--- src/rtl/sdclk_pkg.sv ---
package sdclk_pkg;
  // control word field positions (enables at the bottom)
  localparam int EN_IP_BIT   = 0;
  localparam int EN_HOST_BIT = 1;
  localparam int EN_PER_BIT  = 2;
  localparam int DIV_LSB     = 4;

  // number of completed output periods before the clock is declared settled
  localparam int SETTLE_PERIODS = 2;

  // settle counter width for a given period count
  function automatic int settle_width(input int periods);
    return $clog2(periods + 1);
  endfunction
endpackage

--- src/rtl/sdclk_ctrl_reg.sv ---
module sdclk_ctrl_reg
  import sdclk_pkg::*;
#(
  parameter int DATA_W = 32,
  parameter int DIV_W  = 4,
  parameter int PRE_W  = 8,
  parameter int TOUT_W = 4
) (
  input  logic              clk,
  input  logic              rst_n,
  input  logic              we,
  input  logic [DATA_W-1:0] wdata,
  output logic [DIV_W-1:0]  div_code,
  output logic [PRE_W-1:0]  pre_code,
  output logic [TOUT_W-1:0] tout_code,
  output logic              run,
  output logic              run_next,
  output logic              restart
);
  localparam int PRE_LSB  = DIV_LSB + DIV_W;
  localparam int TOUT_LSB = PRE_LSB + PRE_W;
  localparam int CFG_W    = TOUT_LSB + TOUT_W;
  localparam int RATE_W   = DIV_W + PRE_W;

  logic [CFG_W-1:0] cfg_q;
  logic [CFG_W-1:0] cfg_d;
  logic [CFG_W-1:0] cfg_wr;

  // next-state
  always_comb begin
    cfg_wr = wdata[CFG_W-1:0];
    cfg_d  = we ? cfg_wr : cfg_q;
  end

  // register with explicit load enable
  always_ff @(posedge clk or negedge rst_n) begin
    if (!rst_n) begin
      cfg_q <= '0;
    end else if (we) begin
      cfg_q <= cfg_d;
    end
  end

  always_comb begin
    div_code  = cfg_q[DIV_LSB +: DIV_W];
    pre_code  = cfg_q[PRE_LSB +: PRE_W];
    tout_code = cfg_q[TOUT_LSB +: TOUT_W];
    run       = cfg_q[EN_IP_BIT] & cfg_q[EN_HOST_BIT] & cfg_q[EN_PER_BIT];
    run_next  = cfg_d[EN_IP_BIT] & cfg_d[EN_HOST_BIT] & cfg_d[EN_PER_BIT];
    restart   = we && (cfg_wr[DIV_LSB +: RATE_W] != cfg_q[DIV_LSB +: RATE_W]);
  end
endmodule

--- src/rtl/sdclk_ratio.sv ---
module sdclk_ratio #(
  parameter int DIV_W = 4,
  parameter int PRE_W = 8,
  parameter int TOT_W = DIV_W + PRE_W + 1
) (
  input  logic [DIV_W-1:0] div_code,
  input  logic [PRE_W-1:0] pre_code,
  output logic [TOT_W-1:0] eff_period,
  output logic [TOT_W-1:0] low_len
);
  localparam int SH_W = $clog2(PRE_W + 1);

  logic [SH_W-1:0]  pre_shift;
  logic [TOT_W-1:0] total;

  // highest set prescaler bit k selects a shift of k+1; zero selects no shift
  always_comb begin
    pre_shift = '0;
    for (int i = 0; i < PRE_W; i++) begin
      if (pre_code[i]) pre_shift = SH_W'(i + 1);
    end
  end

  always_comb begin
    total      = (TOT_W'(div_code) + TOT_W'(1)) << pre_shift;
    eff_period = (total < TOT_W'(2)) ? TOT_W'(2) : total;
    low_len    = eff_period - (eff_period >> 1);
  end
endmodule

--- src/rtl/sdclk_gen.sv ---
module sdclk_gen #(
  parameter int TOT_W = 13
) (
  input  logic             clk,
  input  logic             rst_n,
  input  logic             run,
  input  logic             run_next,
  input  logic             restart,
  input  logic [TOT_W-1:0] eff_period,
  input  logic [TOT_W-1:0] low_len,
  output logic             card_clk,
  output logic             wrap,
  output logic             phase_clear
);
  logic [TOT_W-1:0] cnt_q, cnt_d;
  logic             clk_q, clk_d;
  logic             cnt_last;

  // next-state
  always_comb begin
    phase_clear = !(run && run_next) || restart;
    cnt_last    = (cnt_q == eff_period - TOT_W'(1));
    wrap        = run && cnt_last;
    if (phase_clear) begin
      cnt_d = '0;
    end else if (cnt_last) begin
      cnt_d = '0;
    end else begin
      cnt_d = cnt_q + TOT_W'(1);
    end
    clk_d = !phase_clear && (cnt_d >= low_len);
  end

  always_ff @(posedge clk or negedge rst_n) begin
    if (!rst_n) begin
      cnt_q <= '0;
      clk_q <= 1'b0;
    end else begin
      cnt_q <= cnt_d;
      clk_q <= clk_d;
    end
  end

  assign card_clk = clk_q;

  p_off_low_r5: assert property (@(posedge clk) disable iff (!rst_n)
    !run |-> !clk_q);

  p_cnt_in_period_r4: assert property (@(posedge clk) disable iff (!rst_n)
    cnt_q < eff_period);

  p_restart_low_r7: assert property (@(posedge clk) disable iff (!rst_n)
    restart |=> (!clk_q && cnt_q == '0));
endmodule

--- src/rtl/sdclk_stable.sv ---
module sdclk_stable
  import sdclk_pkg::*;
#(
  parameter int PERIODS = SETTLE_PERIODS
) (
  input  logic clk,
  input  logic rst_n,
  input  logic run,
  input  logic phase_clear,
  input  logic wrap,
  output logic stable
);
  localparam int PC_W = settle_width(PERIODS);

  logic [PC_W-1:0] pc_q, pc_d;
  logic            pc_full;

  always_comb begin
    pc_full = (pc_q == PC_W'(PERIODS));
    if (phase_clear) begin
      pc_d = '0;
    end else if (wrap && !pc_full) begin
      pc_d = pc_q + PC_W'(1);
    end else begin
      pc_d = pc_q;
    end
  end

  always_ff @(posedge clk or negedge rst_n) begin
    if (!rst_n) begin
      pc_q <= '0;
    end else begin
      pc_q <= pc_d;
    end
  end

  assign stable = pc_full;

  p_stable_needs_run_r9: assert property (@(posedge clk) disable iff (!rst_n)
    stable |-> run);

  p_stable_rises_on_wrap_r9: assert property (@(posedge clk) disable iff (!rst_n)
    $rose(stable) |-> $past(wrap));
endmodule

--- src/rtl/sdclk_divider.sv ---
module sdclk_divider
  import sdclk_pkg::*;
#(
  parameter int DATA_W        = 32,
  parameter int DIV_W         = 4,
  parameter int PRE_W         = 8,
  parameter int TOUT_W        = 4,
  parameter int TOUT_BASE     = 13,
  parameter int TOUT_MAX_CODE = 14,
  parameter int TLIM_W        = TOUT_BASE + TOUT_MAX_CODE + 1
) (
  input  logic              clk,
  input  logic              rst_n,
  input  logic              ctrl_we,
  input  logic [DATA_W-1:0] ctrl_wdata,
  output logic              card_clk,
  output logic              clk_stable,
  output logic [TLIM_W-1:0] timeout_limit
);
  localparam int TOT_W = DIV_W + PRE_W + 1;

  // reset: asserted asynchronously, released on a clock edge
  logic rst_meta_q, rst_sync_q;
  always_ff @(posedge clk or negedge rst_n) begin
    if (!rst_n) begin
      rst_meta_q <= 1'b0;
      rst_sync_q <= 1'b0;
    end else begin
      rst_meta_q <= 1'b1;
      rst_sync_q <= rst_meta_q;
    end
  end

  logic [DIV_W-1:0]  div_code;
  logic [PRE_W-1:0]  pre_code;
  logic [TOUT_W-1:0] tout_code;
  logic              run, run_next, restart;
  logic [TOT_W-1:0]  eff_period, low_len;
  logic              wrap, phase_clear;

  sdclk_ctrl_reg #(
    .DATA_W(DATA_W), .DIV_W(DIV_W), .PRE_W(PRE_W), .TOUT_W(TOUT_W)
  ) u_reg (
    .clk(clk), .rst_n(rst_sync_q), .we(ctrl_we), .wdata(ctrl_wdata),
    .div_code(div_code), .pre_code(pre_code), .tout_code(tout_code),
    .run(run), .run_next(run_next), .restart(restart)
  );

  sdclk_ratio #(
    .DIV_W(DIV_W), .PRE_W(PRE_W), .TOT_W(TOT_W)
  ) u_ratio (
    .div_code(div_code), .pre_code(pre_code),
    .eff_period(eff_period), .low_len(low_len)
  );

  sdclk_gen #(
    .TOT_W(TOT_W)
  ) u_gen (
    .clk(clk), .rst_n(rst_sync_q), .run(run), .run_next(run_next),
    .restart(restart), .eff_period(eff_period), .low_len(low_len),
    .card_clk(card_clk), .wrap(wrap), .phase_clear(phase_clear)
  );

  sdclk_stable #(
    .PERIODS(SETTLE_PERIODS)
  ) u_stable (
    .clk(clk), .rst_n(rst_sync_q), .run(run), .phase_clear(phase_clear),
    .wrap(wrap), .stable(clk_stable)
  );

  // timeout decode, codes above the maximum saturate
  always_comb begin
    int sel;
    sel = (int'(tout_code) > TOUT_MAX_CODE) ? TOUT_MAX_CODE : int'(tout_code);
    timeout_limit = TLIM_W'(1) << (TOUT_BASE + sel);
  end

  p_timeout_single_bit_r10: assert property (@(posedge clk) disable iff (!rst_sync_q)
    $countones(timeout_limit) == 1);
endmodule

--- config.mk ---
export PLATFORM = sky130hd
export DESIGN_NAME = sdclk_divider
export DESIGN_NICKNAME = d
export VERILOG_FILES = /design/src/rtl/sdclk_pkg.sv /design/src/rtl/sdclk_ctrl_reg.sv /design/src/rtl/sdclk_ratio.sv /design/src/rtl/sdclk_gen.sv /design/src/rtl/sdclk_stable.sv /design/src/rtl/sdclk_divider.sv
export SDC_FILE = /design/constraint.sdc
export NUM_CORES = 1
export LEC_CHECK = 0
export ABC_CLOCK_PERIOD_IN_PS = 1200
export BUFFER_PORTS_ARGS = -buffer_cell sky130_fd_sc_hd__clkbuf_2
export CAP_MARGIN = 15
export CORE_MARGIN = 1.5
export CORE_UTILIZATION = 53
export CTS_CLUSTER_DIAMETER = 40
export DETAILED_ROUTE_END_ITERATION = 6
export PLACE_DENSITY_LB_ADDON = 0.3
export SETUP_SLACK_MARGIN = 0.02
export SLEW_MARGIN = 20
export SYNTH_ARGS = -nofsm -noshare
export SYNTH_HDL_FRONTEND = slang
export SYNTH_SLANG_ARGS = --single-unit
--- constraint.sdc ---
create_clock -name clk -period 1.2 [get_ports clk]
set_clock_uncertainty 0.1 [all_clocks]
set_input_delay 0.06 -clock clk [delete_from_list [all_inputs] [get_ports clk]]
set_output_delay 0.06 -clock clk [all_outputs]
set_load 0.02 [all_outputs]
==> flow_metrics.py, run 1 <==
metrics = {
    "status": {
        "outcome": "did not finish",
        "failing_step": "5_1_grt",
        "stop_error": "[ERROR GRT-0232] Routing congestion too high. Check the congestion heatmap in the GUI.",
    },
    "synth": {
        "netlist_area_mm2": 0.00398,
        "synthAdderAreaFrac_pct": 13.7,
        "synth_enable_flop_cells": 0,
        "async_flop_share_pct": 100,
        "ys_types": 69,
        "muxShareOfSynthArea_pct": 4.12,
        "avgSynthCellArea_um2": 8.46,
        "ys_ff_latch": 37,
        "synth.most_common_cell": "nor2_1",
        "synth_compound_area_share_pct": 18.4,
        "synth-warning-count": 0,
        "ys_top_cells_by_area": "dfrtp_1 23%, ha_1 13%, xnor2_1 8.2%",
        "yosys.area.top_type": "dfrtp_1",
        "synth_top_family_by_area": "simple AND/OR/NAND/NOR gates",
        "synth-xor-area-share_pct": 12.5,
        "synthCells": 470,
        "synthSimpleGateAreaFrac_pct": 19.6,
        "synth-main-ff-cell": "dfrtp_1",
        "synth_top_area_share_pct": 23.3,
        "yosysSeqAreaShare_pct": 23.3,
        "ys_top_cells_by_count": "44 x nor2_1, 42 x ha_1, 37 x dfrtp_1, 37 x xnor2_1, 32 x inv_1",
    },
    "die": {
        "ioPinCount": 65,
        "die_w_um": 89.6,
        "fp-row-count": 31,
        "initial_core_util_pct": 54.8,
        "die_h_um": 89.6,
    },
    "placed_design": {
        "place.detailed.hpwl_um": 9960,
        "place_inst": 761,
        "io_buffers": 38,
        "placed_cell_area_mm2": 0.00558,
        "gp_congestion": 0.923,
    },
    "cts": {
        "root_buffer": "clkbuf_8",
        "cts_buffer_depth": 2,
        "cts_buffers": 5,
        "cts.htree.levels": 2,
        "cts.sinks": 37,
    },
    "global_routing": {
        "antenna_found_initial": 5,
        "grt.total_usage_pct": 72.7,
        "grt_max_degree": 36,
        "grt.overflow.total": 6,
    },
    "timing": {
        "crit_endpoint": "u_gen.card_clk$_DFF_PN0_/D",
        "endpoint_type": "register input",
    },
}
## routing by layer
layer  track usage, %  overflow
met3             61.5         0
met5             20.8         0
met2             87.7         4
met4             67.4         2
met1             73.7         0
## repair_timing
| action | CTS |
|---|---|
| hold endpoints to repair | 18 |
| buffers inserted | 34 |
| setup endpoints to repair | 32 |
| pin swaps | 30 |
| gates resized for setup | 87 |
| hold buffers | 16 |
## through the flow
| step | setup slack, ps | utilization [%] |
|---|---|---|
| after detailed placement | -5160 | 77.0 |
| after global placement | -4940 | 77.0 |
| after floorplan | -4980 | - |
| after CTS | -5000 | 88.1 |
## cells by family after synthesis
family | after synthesis
mux | 15
compound gates | 103
flops | 37
other cells | 2
xor+xnor | 55
fa+ha+maj | 43
simple gates | 153
buf+inv | 62
==> run 2, diff against run 1 <==
--- a/config.mk
+++ b/config.mk
@@ -5,15 +5,13 @@
 export SDC_FILE = /design/constraint.sdc
 export NUM_CORES = 1
 export LEC_CHECK = 0
-export ABC_CLOCK_PERIOD_IN_PS = 1200
+export ABC_CLOCK_PERIOD_IN_PS = 1600
 export BUFFER_PORTS_ARGS = -buffer_cell sky130_fd_sc_hd__clkbuf_2
 export CAP_MARGIN = 15
 export CORE_MARGIN = 1.5
-export CORE_UTILIZATION = 53
-export CTS_CLUSTER_DIAMETER = 40
+export CORE_UTILIZATION = 40
 export DETAILED_ROUTE_END_ITERATION = 6
-export PLACE_DENSITY_LB_ADDON = 0.3
-export SETUP_SLACK_MARGIN = 0.02
+export PLACE_DENSITY_LB_ADDON = 0.15
 export SLEW_MARGIN = 20
 export SYNTH_ARGS = -nofsm -noshare
 export SYNTH_HDL_FRONTEND = slang
==> constraint.sdc (replaced) <==
create_clock -name clk -period 1.6 [get_ports clk]
set_clock_uncertainty 0.1 [all_clocks]
set_input_delay 0.08 -clock clk [delete_from_list [all_inputs] [get_ports clk]]
set_output_delay 0.08 -clock clk [all_outputs]
set_load 0.02 [all_outputs]
==> run 2 against run 1 <==
The flow now finishes, with violations (negative setup slack). Synthesized cell count is the same. Area after synthesis did not move.
==> flow_metrics.py, run 2 <==
metrics = {
    "status": {
        "outcome": "finished, violations left",
        "failed_checks": "negative setup slack",
    },
    "drt": {
        "drtIter0Drc": 157,
        "num_vias": 4197,
        "drt_wl_total_um": 12500,
        "drtPass1Iterations": 4,
        "ant_nets": 0,
        "drc": 0,
        "vias_per_cell": 5.01,
        "post_drt_wl_per_cell_um": 15.0,
    },
    "placed_design": {
        "placed_cell_area_mm2": 0.00549,
        "place.detailed.hpwl_um": 9700,
        "pre_cts_ws_ps": -4720,
        "place_inst": 791,
        "io_buffers": 38,
        "gp_congestion": 0.965,
    },
    "timing": {
        "period_minus_slack_ps": 6240,
        "final-hold-violation-count": 0,
        "holdWs_ps": 6.33,
        "slew_violations": 0,
        "relSlewSlack_pct": 66.3,
        "worstMarginPinSlew_ps": 506,
        "min_period_over_period_pct": 390,
        "rsz0062_at_grt": "yes",
        "setup_slack_ps": -4640,
        "max_freq_ghz": 0.160,
        "finalSetupViolCount": 16,
    },
    "critical_path": {
        "critPathLaunchType": "flop",
        "reg2reg_depth": 31,
        "cp_max_fo": 5,
        "reg2reg_slack_ps": -4640,
        "crit_top_cell": "o21a_1",
        "cp_slowest_cell": "or4b_1",
        "worst_ep_required_time_ps": 1690,
        "crit_end": "u_gen.card_clk",
        "r2r_start": "u_reg.cfg_q[11]",
        "crit_type": "flop to flop",
        "slowest_delay_ps": 520,
        "reg2reg_to": "u_gen.card_clk",
        "cp.arrival_ps": 6330,
        "cp-end-kind": "flop",
        "cp-startpoint": "u_reg.cfg_q[11]",
    },
    "synth": {
        "ys_types": 69,
        "ys_top_cells_by_area": "dfrtp_1 23%, ha_1 13%, xnor2_1 8.2%",
        "synth_enable_flop_cells": 0,
        "yosysSeqAreaShare_pct": 23.3,
        "async_flop_share_pct": 100,
        "synth-warning-count": 0,
        "netlist_area_mm2": 0.00398,
        "synth-main-ff-cell": "dfrtp_1",
        "synth_top_area_share_pct": 23.3,
        "yosys.area.top_type": "dfrtp_1",
        "ys_top_cells_by_count": "44 x nor2_1, 42 x ha_1, 37 x dfrtp_1, 37 x xnor2_1, 32 x inv_1",
        "ys_ff_latch": 37,
        "avgSynthCellArea_um2": 8.46,
        "synth.most_common_cell": "nor2_1",
        "synthCells": 470,
    },
    "global_routing": {
        "grt_pass1_wl_um": 19300,
        "grt.total_usage_pct": 23.8,
        "grt_max_degree": 36,
        "grt_pass1_vias": 4132,
        "grt.overflow.total": 0,
        "antenna_found_initial": 0,
    },
    "cts": {
        "cts.htree.levels": 2,
        "root_buffer": "clkbuf_8",
        "cts_buffers": 5,
        "cts.sinks": 37,
        "clk_pin_slew_ps": 90,
        "cts_buffer_depth": 2,
        "cts_tree": "built",
        "worstSkewPairLatency_ps": 300,
    },
    "layout": {
        "largest_reg_flops": 19,
        "syn_to_final_growth_pct": 56.0,
        "stdcell_area_mm2": 0.00620,
        "n_fill_cell": 819,
        "final_nets": 781,
        "final_cell_mix": "187 x buf_4, 37 x ha_1, 37 x clkbuf_2, 36 x nor2_1, 36 x xnor2_1",
        "drive_above_1_share_pct": 44.0,
        "stdcell_count": 837,
        "diodes": 0,
        "layout_commonest_cell": "buf_4",
        "reg.largest.list": "u_reg.cfg_q (19), u_gen.cnt_q (13), u_stable.pc_q (2)",
        "largest_register": "u_reg.cfg_q",
    },
    "die": {
        "fp-row-count": 36,
        "core-area_mm2": 0.00968,
        "ioPinCount": 65,
        "die_w_um": 103,
        "die_h_um": 103,
        "die_area_mm2": 0.0105,
        "initial_core_util_pct": 41.0,
    },
    "hold_path": {
        "hold_path_class": "input pin to flop",
    },
    "power_and_ir_drop": {
        "power_frac_seq_pct": 19.1,
        "peakVddDrop_uv": 698,
        "clock_power_share_pct": 16.0,
        "switchingPower_mw": 2.16,
        "finalPower_mw": 5.58,
        "p_int_mw": 3.41,
        "switching_share_pct": 38.8,
        "powerDensity_mw_per_mm2": 899,
        "p_comb_share_pct": 64.9,
        "p_leak_nw": 2.94,
    },
    "flow_run": {
        "maxCapViolCount": 0,
    },
}
## run 2: cell counts after synthesis
No cell type changed its count.
## run 2: stage by stage
| stage | utilization (%) | setup TNS (ps) |
|---|---|---|
| after floorplan | - | -49480 |
| after global placement | 56.7 | -52470 |
| after detailed placement | 56.7 | -53480 |
| after CTS | 61.7 | -51270 |
| after global routing | 64.0 | -55290 |
| final | 64.0 | -52350 |
## run 2: final cells by class
type	count	area [µm²]	area share (%)
multi-input cells	383	3060	49.3
well taps	133	166	2.68
repair buffers	244	1810	29.1
clock inverters	2	37.5	0.605
flip-flops and latches	37	933	15.0
inverters	32	120	1.94
clock buffers	6	82.6	1.33
## run 2: worst min path at each step
stage,cells after the start,slack [ps],to,start
after floorplan,0,-320,rst_meta_q,rst_n
after global placement,1,-230,rst_meta_q,rst_n
after detailed placement,1,-220,rst_sync_q,rst_n
after CTS,4,1,u_reg.cfg_q[10],ctrl_wdata[10]
after global routing,4,30,u_reg.cfg_q[14],ctrl_wdata[14]
final,4,6,u_reg.cfg_q[10],ctrl_wdata[10]
## run 2: critical path, delay by kind of cell (launching register included)
family          cells  cell delay (ps)
flops               1              490
xor+xnor            2              270
buf+inv             3              370
fa+ha+maj           2              350
simple gates       11             2250
compound gates     13             2310
## run 2: layer usage
metal,global-route usage [%],routed length [µm],vias up
met5,0,0,-
met1,27.7,5490,1998
li1,-,-,2102
met4,9.38,378,0
met2,44.0,6350,66
met3,3.46,304,31
## run 2: logic make-up after synthesis
group           after synthesis  share of synthesized area (%)
buf+inv                      62                           8.18
simple gates                153                           19.6
fa+ha+maj                    43                           13.7
other cells                   2                          0.189
compound gates              103                           18.4
xor+xnor                     55                           12.5
mux                          15                           4.12
flops                        37                           23.3
## run 2: repair_timing
item,4_1_cts,5_1_grt
resized for setup,26,35
hold buffers,17,0
gates cloned,0,0
endpoints found under the hold margin,17,0
setup buffers,14,9
pin swaps,18,9
endpoints found under the setup margin,16,17
## run 2: power groups by stage
stage | registers (mW) | clock network (mW) | logic (mW)
3_3_place_gp | 1.07 | 0 | 3.25
4_1_cts | 1.05 | 0.921 | 3.46
6_report | 1.06 | 0.894 | 3.62
2_1_floorplan | 1.04 | 0 | 1.90
5_1_grt | 1.07 | 0.951 | 3.95
3_5_place_dp | 1.07 | 0 | 3.30
No activity file was read; power rests on OpenSTA's default activity.
==> run 3, diff against run 2 <==
--- a/config.mk
+++ b/config.mk
@@ -9,7 +9,7 @@
 export BUFFER_PORTS_ARGS = -buffer_cell sky130_fd_sc_hd__clkbuf_2
 export CAP_MARGIN = 15
 export CORE_MARGIN = 1.5
-export CORE_UTILIZATION = 40
+export CORE_UTILIZATION = 58
 export DETAILED_ROUTE_END_ITERATION = 6
 export PLACE_DENSITY_LB_ADDON = 0.15
 export SLEW_MARGIN = 20
==> run 3 against run 2 <==
The run still ends with negative setup slack left. Die area down 30%. Sequential power about the same. Cell area down 3.9%. Register-to-register slack lost 650 ps. Power is 5.9% higher. Utilization increased by 28 points. Maximum frequency shrank 9.4%. Via count increased by 20%. Setup slack lost 650 ps. Hold slack got worse by 1.6 ps. Combinational power increased by 8.3%. Largest cell class unchanged. Highest routed layer unchanged.
==> flow_metrics.py, run 3 (synthesis results as in run 2) <==
metrics = {
    "status": {
        "outcome": "finished, violations left",
        "failed_checks": "negative setup slack",
    },
    "critical_path": {
        "critPathLaunchType": "flop",
        "cp.arrival_ps": 6980,
        "crit_type": "flop to flop",
        "cp.buffers_inverters": 2,
        "path_delay_family": "simple AND/OR/NAND/NOR gates",
        "cp-startpoint": "u_reg.cfg_q[4]",
        "r2r_start": "u_reg.cfg_q[4]",
        "cp-end-kind": "flop",
        "cp_slowest_cell": "or4b_4",
        "worst_ep_required_time_ps": 1680,
        "cp_max_fo": 5,
        "slowest_delay_ps": 510,
    },
    "cts": {
        "cts.htree.levels": 2,
        "cts_buffer_depth": 2,
        "cts_buffers": 5,
        "cts_tree": "built",
        "cts.sinks": 37,
        "clk_pin_slew_ps": 90,
        "root_buffer": "clkbuf_8",
        "worstSkewPairLatency_ps": 300,
    },
    "power_and_ir_drop": {
        "clock_power_share_pct": 15.3,
        "power_frac_seq_pct": 18.2,
        "switchingPower_mw": 2.53,
        "peakVddDrop_uv": 720,
        "p_comb_share_pct": 66.4,
        "p_leak_nw": 2.86,
        "switching_share_pct": 42.9,
        "powerDensity_mw_per_mm2": 990,
        "finalPower_mw": 5.90,
        "p_int_mw": 3.37,
    },
    "global_routing": {
        "grt.overflow.total": 0,
        "grt_max_degree": 36,
        "antenna_found_initial": 0,
        "grt_pass1_vias": 4830,
        "grt_pass1_wl_um": 24300,
        "grt.total_usage_pct": 42.5,
    },
    "drt": {
        "post_drt_wl_per_cell_um": 22.1,
        "drc": 0,
        "drtIter0Drc": 688,
        "drt_wl_total_um": 17000,
        "ant_nets": 0,
        "vias_per_cell": 6.55,
        "drtPass1Iterations": 7,
        "num_vias": 5044,
    },
    "timing": {
        "rsz0062_at_grt": "yes",
        "worstMarginPinSlew_ps": 520,
        "period_minus_slack_ps": 6890,
        "slew_violations": 0,
        "final-hold-violation-count": 0,
        "finalSetupViolCount": 16,
        "relSlewSlack_pct": 65.3,
        "max_freq_ghz": 0.145,
        "min_period_over_period_pct": 431,
        "setup_slack_ps": -5290,
    },
    "layout": {
        "stdcell_area_mm2": 0.00596,
        "n_fill_cell": 264,
        "reg.largest.list": "u_reg.cfg_q (19), u_gen.cnt_q (13), u_stable.pc_q (2)",
        "stdcell_count": 770,
        "final_nets": 770,
        "largest_register": "u_reg.cfg_q",
        "largest_reg_flops": 19,
        "final_cell_mix": "176 x buf_4, 41 x nor2_1, 38 x ha_1, 36 x xnor2_1, 36 x clkbuf_2",
        "final_util_pct": 91.8,
        "drive_above_1_share_pct": 41.3,
        "diodes": 0,
        "layout_commonest_cell": "buf_4",
        "syn_to_final_growth_pct": 49.9,
    },
    "die": {
        "die_h_um": 85.8,
        "core-area_mm2": 0.00649,
        "die_area_mm2": 0.00736,
        "initial_core_util_pct": 61.2,
        "fp-row-count": 29,
        "die_w_um": 85.8,
        "ioPinCount": 65,
    },
    "placed_design": {
        "io_buffers": 38,
        "pre_cts_ws_ps": -4780,
        "place.detailed.hpwl_um": 9640,
        "placed_cell_area_mm2": 0.00535,
        "place_inst": 726,
        "gp_congestion": 0.940,
    },
    "flow_run": {
        "maxCapViolCount": 0,
    },
    "hold_path": {
        "hold_path_class": "input pin to asynchronous set/reset pin",
    },
}
## run 3: layer usage
metal  wire length, µm  global-route usage, %  vias to the layer above
met3              2040                   6.64                      187
li1                  -                      -                     2076
met5                 0                      0                        -
met2              7520                   70.4                      492
met4              1440                   24.3                        0
met1              6010                   52.5                     2289
## run 3: what timing repair did
action | CTS | global route
cloned | 0 | 0
hold buffers | 18 | 0
endpoints found under the setup margin | 16 | 20
hold endpoints to repair | 19 | 0
gates resized for setup | 14 | 23
pin swaps | 21 | 11
buffers inserted | 9 | 9
## run 3: area by class of cell
class                      instances  area [µm²]  share of cell area, %
clock buffer                       6        82.6                   1.39
clock inverter                     2        37.5                  0.630
inverter                          32         120                   2.02
multi-input combinational        383        2980                   50.0
sequential                        37         938                   15.7
tap                               77        96.3                   1.62
timing repair buffer             233        1700                   28.6
## run 3: path summary, 6_finish.rpt
check	end	slack (ps)	cells after the start
setup reg to reg	u_gen.card_clk	-5290	31
setup / recovery	u_gen.card_clk	-5290	31
hold / removal	rst_meta_q	5	2
min in group clk	u_reg.cfg_q[14]	80	4
hold reg to reg	u_reg.cfg_q[7]	190	1
max in group asynchronous	u_reg.cfg_q[14]	820	1
## run 3: stage by stage
| step | TNS [ps] | hold slack [ps] |
|---|---|---|
| after floorplan | -49480 | -316 |
| after global placement | -52900 | -235 |
| after detailed placement | -54140 | -233 |
| after CTS | -53080 | 8.33 |
| after global routing | -62690 | 24.8 |
| final | -60250 | 4.69 |
## run 3: power groups by stage
stage / Combinational [mW] / Clock (mW) / Sequential (mW)
final: 3.92 / 0.904 / 1.08
after global routing: 4.06 / 0.923 / 1.08
after CTS: 3.42 / 0.884 / 1.05
after detailed placement: 3.27 / 0 / 1.07
after global placement: 3.17 / 0 / 1.07
after floorplan: 1.90 / 0 / 1.04
==> run 4, diff against run 3 <==
--- a/config.mk
+++ b/config.mk
@@ -9,7 +9,7 @@
 export BUFFER_PORTS_ARGS = -buffer_cell sky130_fd_sc_hd__clkbuf_2
 export CAP_MARGIN = 15
 export CORE_MARGIN = 1.5
-export CORE_UTILIZATION = 58
+export CORE_UTILIZATION = 25
 export DETAILED_ROUTE_END_ITERATION = 6
 export PLACE_DENSITY_LB_ADDON = 0.15
 export SLEW_MARGIN = 20
==> run 4 against run 3 <==
Global-route usage decreased by 26 points. Sequential power about the same. Clock power is 7.0% higher. Utilization decreased by 50 points. Largest cell class unchanged. The flow still finishes with violations (negative setup slack). Power decreased by 5.0%. Sequential share of layout area is 1.0 points lower. Combinational power is 8.9% lower. Final cell count rose by 18%. Die area grew 130%. Clock-buffer cell count rose by 2.
==> flow_metrics.py, run 4 (synthesis results as in run 2) <==
metrics = {
    "cts": {
        "clk_pin_slew_ps": 60,
        "root_buffer": "clkbuf_16",
        "cts_tree": "built",
        "cts_buffers": 5,
        "cts.htree.levels": 2,
        "cts.sinks": 37,
        "worstSkewPairLatency_ps": 290,
        "cts_buffer_depth": 2,
    },
    "critical_path": {
        "reg2reg_depth": 29,
        "cp_slowest_cell": "or4b_4",
        "reg2reg_slack_ps": -4590,
        "cp.arrival_ps": 6260,
        "r2r_start": "u_reg.cfg_q[13]",
        "worst_ep_required_time_ps": 1670,
        "critPathLaunchType": "flop",
        "slowest_delay_ps": 520,
        "cp_max_fo": 6,
        "crit_type": "flop to flop",
        "reg2reg_to": "u_gen.card_clk",
        "cp-end-kind": "flop",
    },
    "global_routing": {
        "grt.overflow.total": 0,
        "grt_pass1_wl_um": 21000,
        "grt_max_degree": 36,
        "grt_pass1_vias": 4050,
        "globalRouteMet3Util_pct": 2.60,
        "antenna_found_initial": 0,
        "met1_usage_pct": 21.9,
        "use_met2_pct": 27.5,
        "grt.total_usage_pct": 16.3,
        "grt-busiest-layer": "met2",
    },
    "power_and_ir_drop": {
        "powerDensity_mw_per_mm2": 883,
        "p_leak_nw": 2.93,
        "peakVddDrop_uv": 377,
        "finalPower_mw": 5.60,
    },
    "status": {
        "outcome": "finished, violations left",
        "failed_checks": "negative setup slack",
    },
    "die": {
        "fp-row-count": 45,
        "die_area_mm2": 0.0167,
        "initial_core_util_pct": 25.9,
        "die_h_um": 129,
        "core-area_mm2": 0.0154,
        "ioPinCount": 65,
        "die_w_um": 129,
    },
    "timing": {
        "max_freq_ghz": 0.162,
        "holdWs_ps": 52.1,
        "finalSetupTns_ps": -53460,
        "period_minus_slack_ps": 6190,
        "rsz0062_at_grt": "yes",
        "setup_slack_ps": -4590,
        "relSlewSlack_pct": 65.1,
        "final-hold-violation-count": 0,
        "finalSetupViolCount": 16,
        "worstMarginPinSlew_ps": 522,
        "slew_violations": 0,
        "min_period_over_period_pct": 387,
    },
    "drt": {
        "vias_per_cell": 4.54,
        "drc": 0,
        "drt_wl_total_um": 13200,
        "drtIter0Drc": 138,
        "post_drt_wl_per_cell_um": 14.5,
        "drtPass1Iterations": 5,
        "ant_nets": 0,
        "num_vias": 4136,
    },
    "hold_path": {
        "worstHoldStart": "ctrl_wdata[2]",
        "hold_end": "u_reg.cfg_q[2]",
        "whs_path_depth": 4,
        "hold_path_class": "input pin to flop",
    },
    "layout": {
        "largest_register": "u_reg.cfg_q",
        "largest_reg_flops": 19,
        "n_fill_cell": 1572,
        "stdcell_count": 912,
        "ff_latch_area_um2": 933,
        "drive_above_1_share_pct": 44.7,
        "final_nets": 778,
        "reg.largest.list": "u_reg.cfg_q (19), u_gen.cnt_q (13), u_stable.pc_q (2)",
        "final_cell_mix": "176 x buf_4, 37 x ha_1, 37 x clkbuf_2, 36 x xnor2_1, 31 x dfrtp_1",
        "stdcell_area_mm2": 0.00634,
        "layout_commonest_cell": "buf_4",
        "syn_to_final_growth_pct": 59.6,
        "final_util_pct": 41.3,
        "multi_input_area_mm2": 0.00308,
        "diodes": 0,
    },
    "placed_design": {
        "place_inst": 864,
        "placed_cell_area_mm2": 0.00555,
        "place.detailed.hpwl_um": 10500,
        "io_buffers": 38,
        "pre_cts_ws_ps": -4890,
        "gp_congestion": 0.895,
    },
    "flow_run": {
        "maxCapViolCount": 0,
    },
}
## run 4: changes by cell type in the layout (fill, tap and decap cells not counted), sizes merged
cell | previous run | this run
clkbuf | 42 | 46
bufinv | 1 | 0
clkinvlp | 1 | 0
buf | 179 | 186
dlygate4sd3 | 18 | 17
## run 4: worst max-delay path by stage
stage,from,end,slack (ps),cells past startpoint
3_3_place_gp,u_reg.cfg_q[11],u_gen.card_clk,-4800,29
3_5_place_dp,u_reg.cfg_q[13],u_gen.card_clk,-4890,31
5_1_grt,u_reg.cfg_q[13],u_gen.card_clk,-4880,30
6_report,u_reg.cfg_q[13],u_gen.card_clk,-4590,29
2_1_floorplan,u_reg.cfg_q[5],u_gen.card_clk,-4580,32
4_1_cts,u_reg.cfg_q[12],u_gen.card_clk,-4620,29
## run 4: power by group
part           total (mW)  switching [mW]  leakage, nW  internal [mW]
logic                3.57            1.68         2.40           1.90
registers            1.06          0.0751        0.465          0.989
clock network       0.967           0.387       0.0652          0.580
## run 4: cell type report
cell class | instances | share of cell area (%)
sequential | 37 | 14.7
inverter | 32 | 1.89
multi-input combinational | 383 | 48.5
tap | 211 | 4.16
clock buffer | 8 | 2.15
timing repair buffer | 241 | 28.6
## run 4: critical path, delay by kind of cell, from the launching register on
| family | cells | cell delay, ps |
|---|---|---|
| XOR/XNOR | 1 | 130 |
| AO/OA/AOI/OAI | 13 | 2420 |
| flip-flops | 1 | 470 |
| adder cells (fa/ha/maj) | 2 | 490 |
| AND/OR/NAND/NOR | 13 | 2460 |
## run 4: what timing repair did
item | CTS | global route
pin swaps | 22 | 18
gates cloned | 0 | 1
endpoints found under the hold margin | 17 | 0
setup buffers | 10 | 14
hold buffers | 17 | 0
endpoints found under the setup margin | 16 | 17
gates resized for setup | 16 | 57
## run 4: metal layers
layer	share of wire, %	routed length [µm]
met1	48	6320
met2	48	6340
met3	3.5	460
met4	0.90	119
met5	0	0
